### src/rtl/snp_pkg.sv
package snp_pkg;
    // Initiator of an observed bus transaction.
    typedef enum logic {
        SRC_LOCAL  = 1'b0,
        SRC_REMOTE = 1'b1
    } src_e;
endpackage

### src/rtl/snp_tag_match.sv
// Parallel tag comparison over all entries, with an index encoder.
module snp_tag_match #(
    parameter int N  = 4,
    parameter int TW = 27,
    parameter int IW = 2
) (
    input  logic [N-1:0][TW-1:0] tags,
    input  logic [N-1:0]         vld,
    input  logic [TW-1:0]        key,
    output logic [N-1:0]         hit,
    output logic                 any,
    output logic [IW-1:0]        idx
);
    for (genvar g = 0; g < N; g++) begin : g_cmp
        assign hit[g] = vld[g] && (tags[g] == key);
    end

    always_comb begin
        any = |hit;
        idx = '0;
        for (int i = 0; i < N; i++) begin
            if (hit[i]) idx = IW'(i);
        end
    end
endmodule

### src/rtl/snp_slot_pick.sv
// Picks the lowest free entry and the oldest valid entry.
// The oldest valid entry is the one whose age rank equals N-1.
module snp_slot_pick #(
    parameter int N    = 4,
    parameter int AGEW = 2,
    parameter int IW   = 2
) (
    input  logic [N-1:0]           vld,
    input  logic [N-1:0][AGEW-1:0] age,
    output logic                   free_any,
    output logic [IW-1:0]          free_idx,
    output logic [IW-1:0]          old_idx
);
    always_comb begin
        free_any = 1'b0;
        free_idx = '0;
        old_idx  = '0;
        for (int i = N - 1; i >= 0; i--) begin
            if (!vld[i]) begin
                free_any = 1'b1;
                free_idx = IW'(i);
            end
            if (vld[i] && (age[i] == AGEW'(N - 1))) old_idx = IW'(i);
        end
    end
endmodule

### src/rtl/snp_tagcam.sv
module snp_tagcam
    import snp_pkg::*;
#(
    parameter int            AW         = 32,
    parameter int            ENTRIES    = 4,
    parameter int            WORD_BYTES = 4,
    parameter int            LINE_WORDS = 8,
    parameter logic [AW-1:0] LOCK_BASE  = 32'hFFFF_F000,
    parameter int            LOCK_BYTES = 256
) (
    input  logic          clk,
    input  logic          rst_n,
    input  logic          mon_valid,
    input  logic          mon_src,
    input  logic          mon_write,
    input  logic [AW-1:0] mon_addr,
    input  logic          sw_clear,
    output logic          irq_n,
    output logic [AW-1:0] held_addr,
    output logic          held_wr
);
    localparam int OFF  = $clog2(WORD_BYTES * LINE_WORDS);
    localparam int TW   = AW - OFF;
    localparam int IW   = (ENTRIES > 1) ? $clog2(ENTRIES) : 1;
    localparam int AGEW = (ENTRIES > 1) ? $clog2(ENTRIES) : 1;
    localparam logic [AW-1:0] LOCK_END = LOCK_BASE + AW'(LOCK_BYTES);

    typedef struct packed {
        logic [ENTRIES-1:0][TW-1:0]   tag;
        logic [ENTRIES-1:0]           vld;
        logic [ENTRIES-1:0][AGEW-1:0] age;   // 0 = newest
        logic                         pend;
        logic [AW-1:0]                held;
        logic                         hwr;
    } st_t;

    st_t q, n;

    function automatic logic in_lock(input logic [TW-1:0] t);
        return (t >= LOCK_BASE[AW-1:OFF]) && (t < LOCK_END[AW-1:OFF]);
    endfunction

    logic [TW-1:0]      mon_tag;
    logic [ENTRIES-1:0] mon_hit, clr_hit;
    logic               mon_any, clr_any;
    logic [IW-1:0]      mon_idx, clr_idx;
    logic               free_any;
    logic [IW-1:0]      free_idx, old_idx;

    assign mon_tag = mon_addr[AW-1:OFF];

    snp_tag_match #(.N(ENTRIES), .TW(TW), .IW(IW)) u_mon_match (
        .tags(q.tag), .vld(q.vld), .key(mon_tag),
        .hit(mon_hit), .any(mon_any), .idx(mon_idx)
    );

    snp_tag_match #(.N(ENTRIES), .TW(TW), .IW(IW)) u_clr_match (
        .tags(q.tag), .vld(q.vld), .key(q.held[AW-1:OFF]),
        .hit(clr_hit), .any(clr_any), .idx(clr_idx)
    );

    snp_slot_pick #(.N(ENTRIES), .AGEW(AGEW), .IW(IW)) u_pick (
        .vld(q.vld), .age(q.age),
        .free_any(free_any), .free_idx(free_idx), .old_idx(old_idx)
    );

    logic          clr_do, clr_inv, mon_local, mon_remote, present;
    logic [IW-1:0] slot;

    always_comb begin
        n          = q;
        clr_do     = sw_clear && q.pend;
        clr_inv    = clr_do && clr_any;
        mon_local  = mon_valid && (mon_src == SRC_LOCAL);
        mon_remote = mon_valid && (mon_src == SRC_REMOTE);
        present    = mon_any && !(clr_inv && (mon_idx == clr_idx));
        slot       = '0;

        // Handler clear: drop the captured line and close the gap in the age order.
        if (clr_inv) begin
            n.vld[clr_idx] = 1'b0;
            for (int j = 0; j < ENTRIES; j++) begin
                if (q.vld[j] && (q.age[j] > q.age[clr_idx])) n.age[j] = q.age[j] - 1'b1;
            end
        end
        if (clr_do) n.pend = 1'b0;

        // Fill from the non-coherent processor's own traffic.
        if (mon_local && !in_lock(mon_tag) && !present) begin
            slot = free_any ? free_idx : (clr_inv ? clr_idx : old_idx);
            for (int j = 0; j < ENTRIES; j++) begin
                if (n.vld[j] && (IW'(j) != slot)) n.age[j] = n.age[j] + 1'b1;
            end
            n.vld[slot] = 1'b1;
            n.tag[slot] = mon_tag;
            n.age[slot] = '0;
        end

        // Snoop from the other master.
        if (mon_remote && mon_any && !q.pend) begin
            n.pend = 1'b1;
            n.held = mon_addr;
            n.hwr  = mon_write;
        end
    end

    always_ff @(posedge clk) begin
        if (!rst_n) q <= '0;
        else        q <= n;
    end

    assign irq_n     = !q.pend;
    assign held_addr = q.held;
    assign held_wr   = q.hwr;


    irq_fall_chk: assert property (@(posedge clk) disable iff (!rst_n)
        $fell(irq_n) |-> $past(mon_valid && (mon_src == SRC_REMOTE)));


    irq_rise_chk: assert property (@(posedge clk) disable iff (!rst_n)
        $rose(irq_n) |-> $past(sw_clear));


    held_hold_chk: assert property (@(posedge clk) disable iff (!rst_n)
        (!irq_n && $past(!irq_n)) |-> ($stable(held_addr) && $stable(held_wr)));


    single_match_chk: assert property (@(posedge clk) disable iff (!rst_n)
        $onehot0(mon_hit));


    vld_drop_chk: assert property (@(posedge clk) disable iff (!rst_n)
        ($countones(q.vld) < $past($countones(q.vld))) |-> $past(sw_clear));

    for (genvar g = 0; g < ENTRIES; g++) begin : g_lock_chk

        lock_free_chk: assert property (@(posedge clk) disable iff (!rst_n)
            q.vld[g] |-> !in_lock(q.tag[g]));
    end
endmodule

### config.mk
export PLATFORM = sky130hd
export DESIGN_NAME = snp_tagcam
export DESIGN_NICKNAME = d
export VERILOG_FILES = /design/src/rtl/snp_pkg.sv /design/src/rtl/snp_tag_match.sv /design/src/rtl/snp_slot_pick.sv /design/src/rtl/snp_tagcam.sv
export SDC_FILE = /design/constraint.sdc
export NUM_CORES = 1
export LEC_CHECK = 0
export BUFFER_PORTS_ARGS = -buffer_cell sky130_fd_sc_hd__buf_2
export CORE_ASPECT_RATIO = 1.1
export CORE_MARGIN = 2
export CORE_UTILIZATION = 50
export DETAILED_ROUTE_END_ITERATION = 10
export HOLD_SLACK_MARGIN = 0.08
export PLACE_DENSITY = 0.68
export SYNTH_ARGS = -nofsm -noshare
export SYNTH_HDL_FRONTEND = slang
export SYNTH_SLANG_ARGS = --single-unit
### constraint.sdc
create_clock -name clk -period 4.8 [get_ports clk]
set_input_delay 0.24 -clock clk [delete_from_list [all_inputs] [get_ports clk]]
set_output_delay 0.24 -clock clk [all_outputs]
set_load 0.03 [all_outputs]
# == Yosys cells after proc, flatten, opt, wreduce, memory -nomap -nowiden ==
# Index checks and enable logic that the tools add are counted.
# W data, S select, Z words.
# totals
register_bits,154
wordCells,140
# op_classes
bitwise_logic,6
n_eq_ne,16
n_lt_le_gt_ge,10
n_addsub,8
n_mux,47
reduce_logical,41
# ops
cell,count
$eq A27 B27 Y1,8
$bwmux W108,1
$mux W2,28
$demux W27 S2,1
$mux W34,1
$logic_and A1 B1 Y1,33
$ge A27 B27 Y1 const B,1
$lt A27 B27 Y1 const B,1
$mux W27,1
$mux W12,2
$mux W1,9
$add A2 B1 Y2 const B,4
$and A8 B8 Y8,1
$eq A2 B2 Y1 const B,4
$gt A2 B2 Y1,4
$not A8 Y8,1
$reduce_or A4 Y1,2
$sub A2 B1 Y2 const B,4
$lt A2 B3 Y1 const B,2
$and A4 B4 Y4,1
$bmux W2 S2,1
$demux W1 S2,2
$demux W2 S2,1
$ge A2 B1 Y1 const B,2
other kinds (8),13

# == Logic depth before layout (Yosys ltp) ==
# logic_depth
depth_word,17
mapped_depth,18
depth_no_buf,16

# == Hierarchy ==
# A second synthesis with hierarchy kept.
# hier_totals
hier_cells,1074
area_unflattened_um2,8805.9
# by_module_without_submodules
module,cells_each,instances,area_per_inst_um2
snp_tagcam,755,1,6257.3
snp_tag_match,153,2,1236.2
snp_slot_pick,13,1,76.3

# == Least setup slack after synthesis ==
# OpenSTA, ideal clock, no wires.
# synth_timing
kind,reg2reg
from,"register q, in the netlist held_addr[6]"
to,register q[36] (netlist name)
required_ns,4.683
path_buffers,1
setup_ns,0.117
path_stages_with_launch,18
path_slack_ns,1.233
arrival_time_ns,3.450
path_cell_list,dfxtp_1 > clkbuf_1 > xnor2_1 > nand4_1 > nor4_4 > a22oi_1 > nand2_1 > nor2_1 > a211oi_1 > ha_1 > nor2_1 > nand2_1 > nand2_1 > a31oi_1 > a41oi_1 > o211ai_1 > mux2_2 > a22o_1
# synth_via
elab_chain_cells,17
elab_cells_between_ends,47
# synth_lines
element,line,rtl
start: declaration,snp_tagcam.sv:37,"st_t q, n;"
start signal: assignment,snp_tagcam.sv:109,else q <= n;
"parallel branches: the longest is 16 deep, another holds $gt A2 B2 Y1",n/a,
$mux W12 (*),snp_tagcam.sv:89,if (mon_local && !in_lock(mon_tag) && !present) begin
# Mark *: on every way between the ends. The select of a mux whose other input is x is not followed.
# A chain may end at the register's enable or synchronous reset.

# == Worst setup path in the final report ==
# layout_timing
from,"register q, in the netlist held_addr[28]"
to,register q[36] (netlist name)
# Same word-level chain as after synthesis.

==> results.md <==
* Status: completed
* Clock Power Share at 44.4%
* Chip width at about 140 um
* CTS Sinks at roughly 150
* Post-synth top area cell: dfxtp_1
* Crit path kind: register to register
* Post-synthesis mux area share at 14.2%
* Synth Register Bits at about 150
* Clock Tree Buf Depth at 2
* Starting Density at slightly above 50%
* Detailed Route WL at 32300 um
* Skew final at ~0.014 ns
* Crit path capture type: register
* Logic pwr share at 13.1%
* Fin nets at roughly 1100
* Max-cap viol count at 0
* Crit-path max FO at 9
* IO buf count at between 70 and 80
* Post-Place Cell Area at around 0.010 sq mm
* Asr flop ratio synth at 0%
* Synth area leaders: dfxtp_1, xnor2_1, mux2i_1, nor2b_1, nand4_1
* Synth Area in XOR/XNOR at between 15 and 20%
* ANT nets after route at 0
* CP bufs+invs at 0
* Initial antenna violation count at 0
* Max-slew headroom at approximately 34%
* Final setup vio count at 0
* Site row count at 54
* CP max stage cell: nor4_4
* Critical-path cell list: xnor2_1 -> nand4_1 -> nor4_4 -> a22oi_1 -> nand2_1 -> nor2_1 -> a211oi_1 -> ha_1 -> nor2_1 -> nand2_1 -> nand2_1 -> a31oi_1 -> a41oi_1 -> o211ai_1 -> mux2_2 -> a22o_1
* Post-synthesis simple-gate area fraction at a little over a fifth
* Synth-to-layout area growth at 7.81%
* Worst EP required at 5.13 ns
* Most common flop cell mapped by yosys: dfxtp_1
* Post-Synthesis Cells at 1088
* Skew-Pair Late Insertion Delay at approximately 0.43 ns
* Placer's final routability congestion estimate at 1.06
* Lkg Pwr at approximately 0.0044 uW
* Flop pwr share at 42.5%
* GR Overflow Total at 0
* Worst hold path class: primary input to register
* DP HPWL at 24600 um
* Slew @ Worst Pin at between 0.9 and 1 ns
* Share of cells above drive strength 1 at approximately an eighth
* Delay-heaviest family, CP: compound AO/OA/AOI/OAI gates
* Syn_nets at 1134
* Switch share at 27.4%
* Fmax at between 200 and 250 MHz
* Vias at 7914
* Pwr dens at 296 mW/mm^2
* CTS tree: built
* Synth top area share at a little under a third
* Initial drt markers at ~650
* Minimum clock period at 4.42 ns
* Number of global-route vias before repair at between 7000 and 8000
* Synth Area in Adders at roughly 1%
* Routed wire length per instance at approximately 24 um
* Area of the core at 0.0197 sq mm
* H-tree depth at 4
* Pins Over Slew Limit at 0
* Hold_sp: sw_clear
* Die area at 0.0212 sq mm
* Setup_tns at 0 ns
* Clock Pin Slew Worst Setup and Hold Paths at approximately 0.070 ns
* Synth warnings at 0
* Drt drc at 0
* Max incr delay on CP at roughly 0.55 ns
* CP arrival at between 4 and 5 ns
* Post-synthesis instance area at between 0.01 and 0.015 sq mm
* Net Switching at 873 uW
* First-pass GRT wire length at just under 50000 um
* CP Launch Type: register
* IO Pins at 72
* DR pass1 iterations at 5
* Post-synth EDFFs at 0
* CTS Buf Count at 17
* Clk root buf: clkbuf_16
* Max VDD drop at between 0.0002 and 0.00025 V
* Die Y at around 150 um
* PostCTS Resize Cnt at 0
* Final instance area at roughly 0.011 sq mm
* RSZ-0062 raised after global routing: no
* # diodes at 0
* Tcrit/Tclk final at between 90% and 100%
* Internal Power at ~2300 uW
* Final hold vios at 0
* Worst r2r src: held_addr[28]
* Synth cell count leaders: xnor2_1, dfxtp_1, nor2b_1
* Top-count cell post-synth: xnor2_1
* Register area share after synthesis at 30.8%
* Largest net degree at the start of global routing at 79
* Netlist cell types at 65
* Worst Setup SP: held_addr[28]
* Vias per inst at between 5 and 6
* Most repeated library cell on the critical path: nand2_1
* Tot GR Track Use at 30.2%
* Synth Area in Compound Gates at 5.51%
* Synthesized area per cell at between 9 and 10 sq um
* Largest family of logic cells by synthesized area: simple AND/OR/NAND/NOR gates
==> state kept, by name, summed over array words and instances (netlist names) <==
signal	count
held_addr	32
q	121
held_wr	1
==> power groups by stage <==
stage	combinational [uW]	clock, uW	sequential, uW
2_1_floorplan	306	0	1370
3_3_place_gp	405	0	1380
3_5_place_dp	407	0	1380
4_1_cts	412	1430	1350
5_1_grt	448	1490	1360
6_report	418	1420	1360
==> worst register-to-register path, stage by stage, from the launching register on <==
cell and delay [ns]:
dfxtp_1 0.40, xnor2_1 0.42, nand4_1 0.26, nor4_4 0.55, a22oi_1 0.36, nand2_1 0.19
nor2_1 0.05, a211oi_1 0.51, ha_1 0.35, nor2_1 0.19, nand2_1 0.08, nand2_1 0.07
a31oi_1 0.04, a41oi_1 0.17, o211ai_1 0.18, mux2_2 0.31, a22o_1 0.17
==> timing repair <==
item,4_1_cts,5_1_grt
buffers inserted,0,0
hold buffers,6,0
hold endpoints to repair,6,0
==> area by class of cell <==
cell class,count,area (sq um)
fillers,1818,8940
multi-input cells,796,6160
flip-flops and latches,154,3080
repair buffers,90,566
clock buffers,17,425
well taps,252,315
clock inverters,14,184
inverters,14,52.6
==> logic make-up after synthesis <==
logic type	Yosys count
and+or+nand+nor	351
xor gates and xnor gates	221
DFF	154
muxes	142
buffers and inverters	138
AOI/OAI and AO/OA	74
adders and majority gates	8
==> through the flow <==
stage / total power, uW / setup WS, ns / util, % / cells / hold slack, ns
6_report: 3190 / 0.382 / 54.7 / 1337 / 0.155
3_3_place_gp: 1790 / 0.534 / 51.3 / 1300 / 0.489
3_5_place_dp: 1790 / 0.487 / 51.3 / 1300 / 0.497
5_1_grt: 3300 / 0.0333 / 54.7 / 1337 / 0.161
2_1_floorplan: 1670 / 1.23 / - / 1088 / 0.406
4_1_cts: 3200 / 0.456 / 54.7 / 1337 / 0.144
==> path summary, 6_finish.rpt <==
path,to,slack [ns],cells past startpoint
setup / recovery,q[36],0.38,16
hold / removal,q[33],0.15,3
setup reg to reg,q[36],0.38,16
hold reg to reg,held_addr[3],0.53,2
==> cells in the final DEF (no fill, tap or decap), types with 5 or more instances in the layout <==
| cell | n |
|---|---|
| buf_4 | 10 |
| nor2_1 | 17 |
| o211ai_1 | 6 |
| clkbuf_16 | 17 |
| buf_2 | 70 |
| nand3_1 | 10 |
| o21ai_0 | 8 |
| dfxtp_1 | 154 |
| nor4_1 | 20 |
| nor3_1 | 9 |
| a31oi_1 | 6 |
| dlygate4sd3_1 | 6 |
| xor2_1 | 30 |
| nand4_1 | 76 |
| and2_1 | 8 |
| and4_1 | 6 |
| mux2i_1 | 141 |
| xnor2_1 | 190 |
| inv_1 | 14 |
| or4_1 | 6 |
| o21a_1 | 5 |
| a21oi_1 | 9 |
| nand2_1 | 24 |
| nor2b_1 | 145 |
| ha_1 | 8 |
==> per-layer routing <==
layer	vias up	GRT usage, %	wire length, um
met1	3793	39.9	14100
met2	346	49.6	15000
li1	3698	-	-
met3	77	5.25	1990
met5	-	0	0
met4	0	11.1	1110
Power figures use the tool's default switching activity.
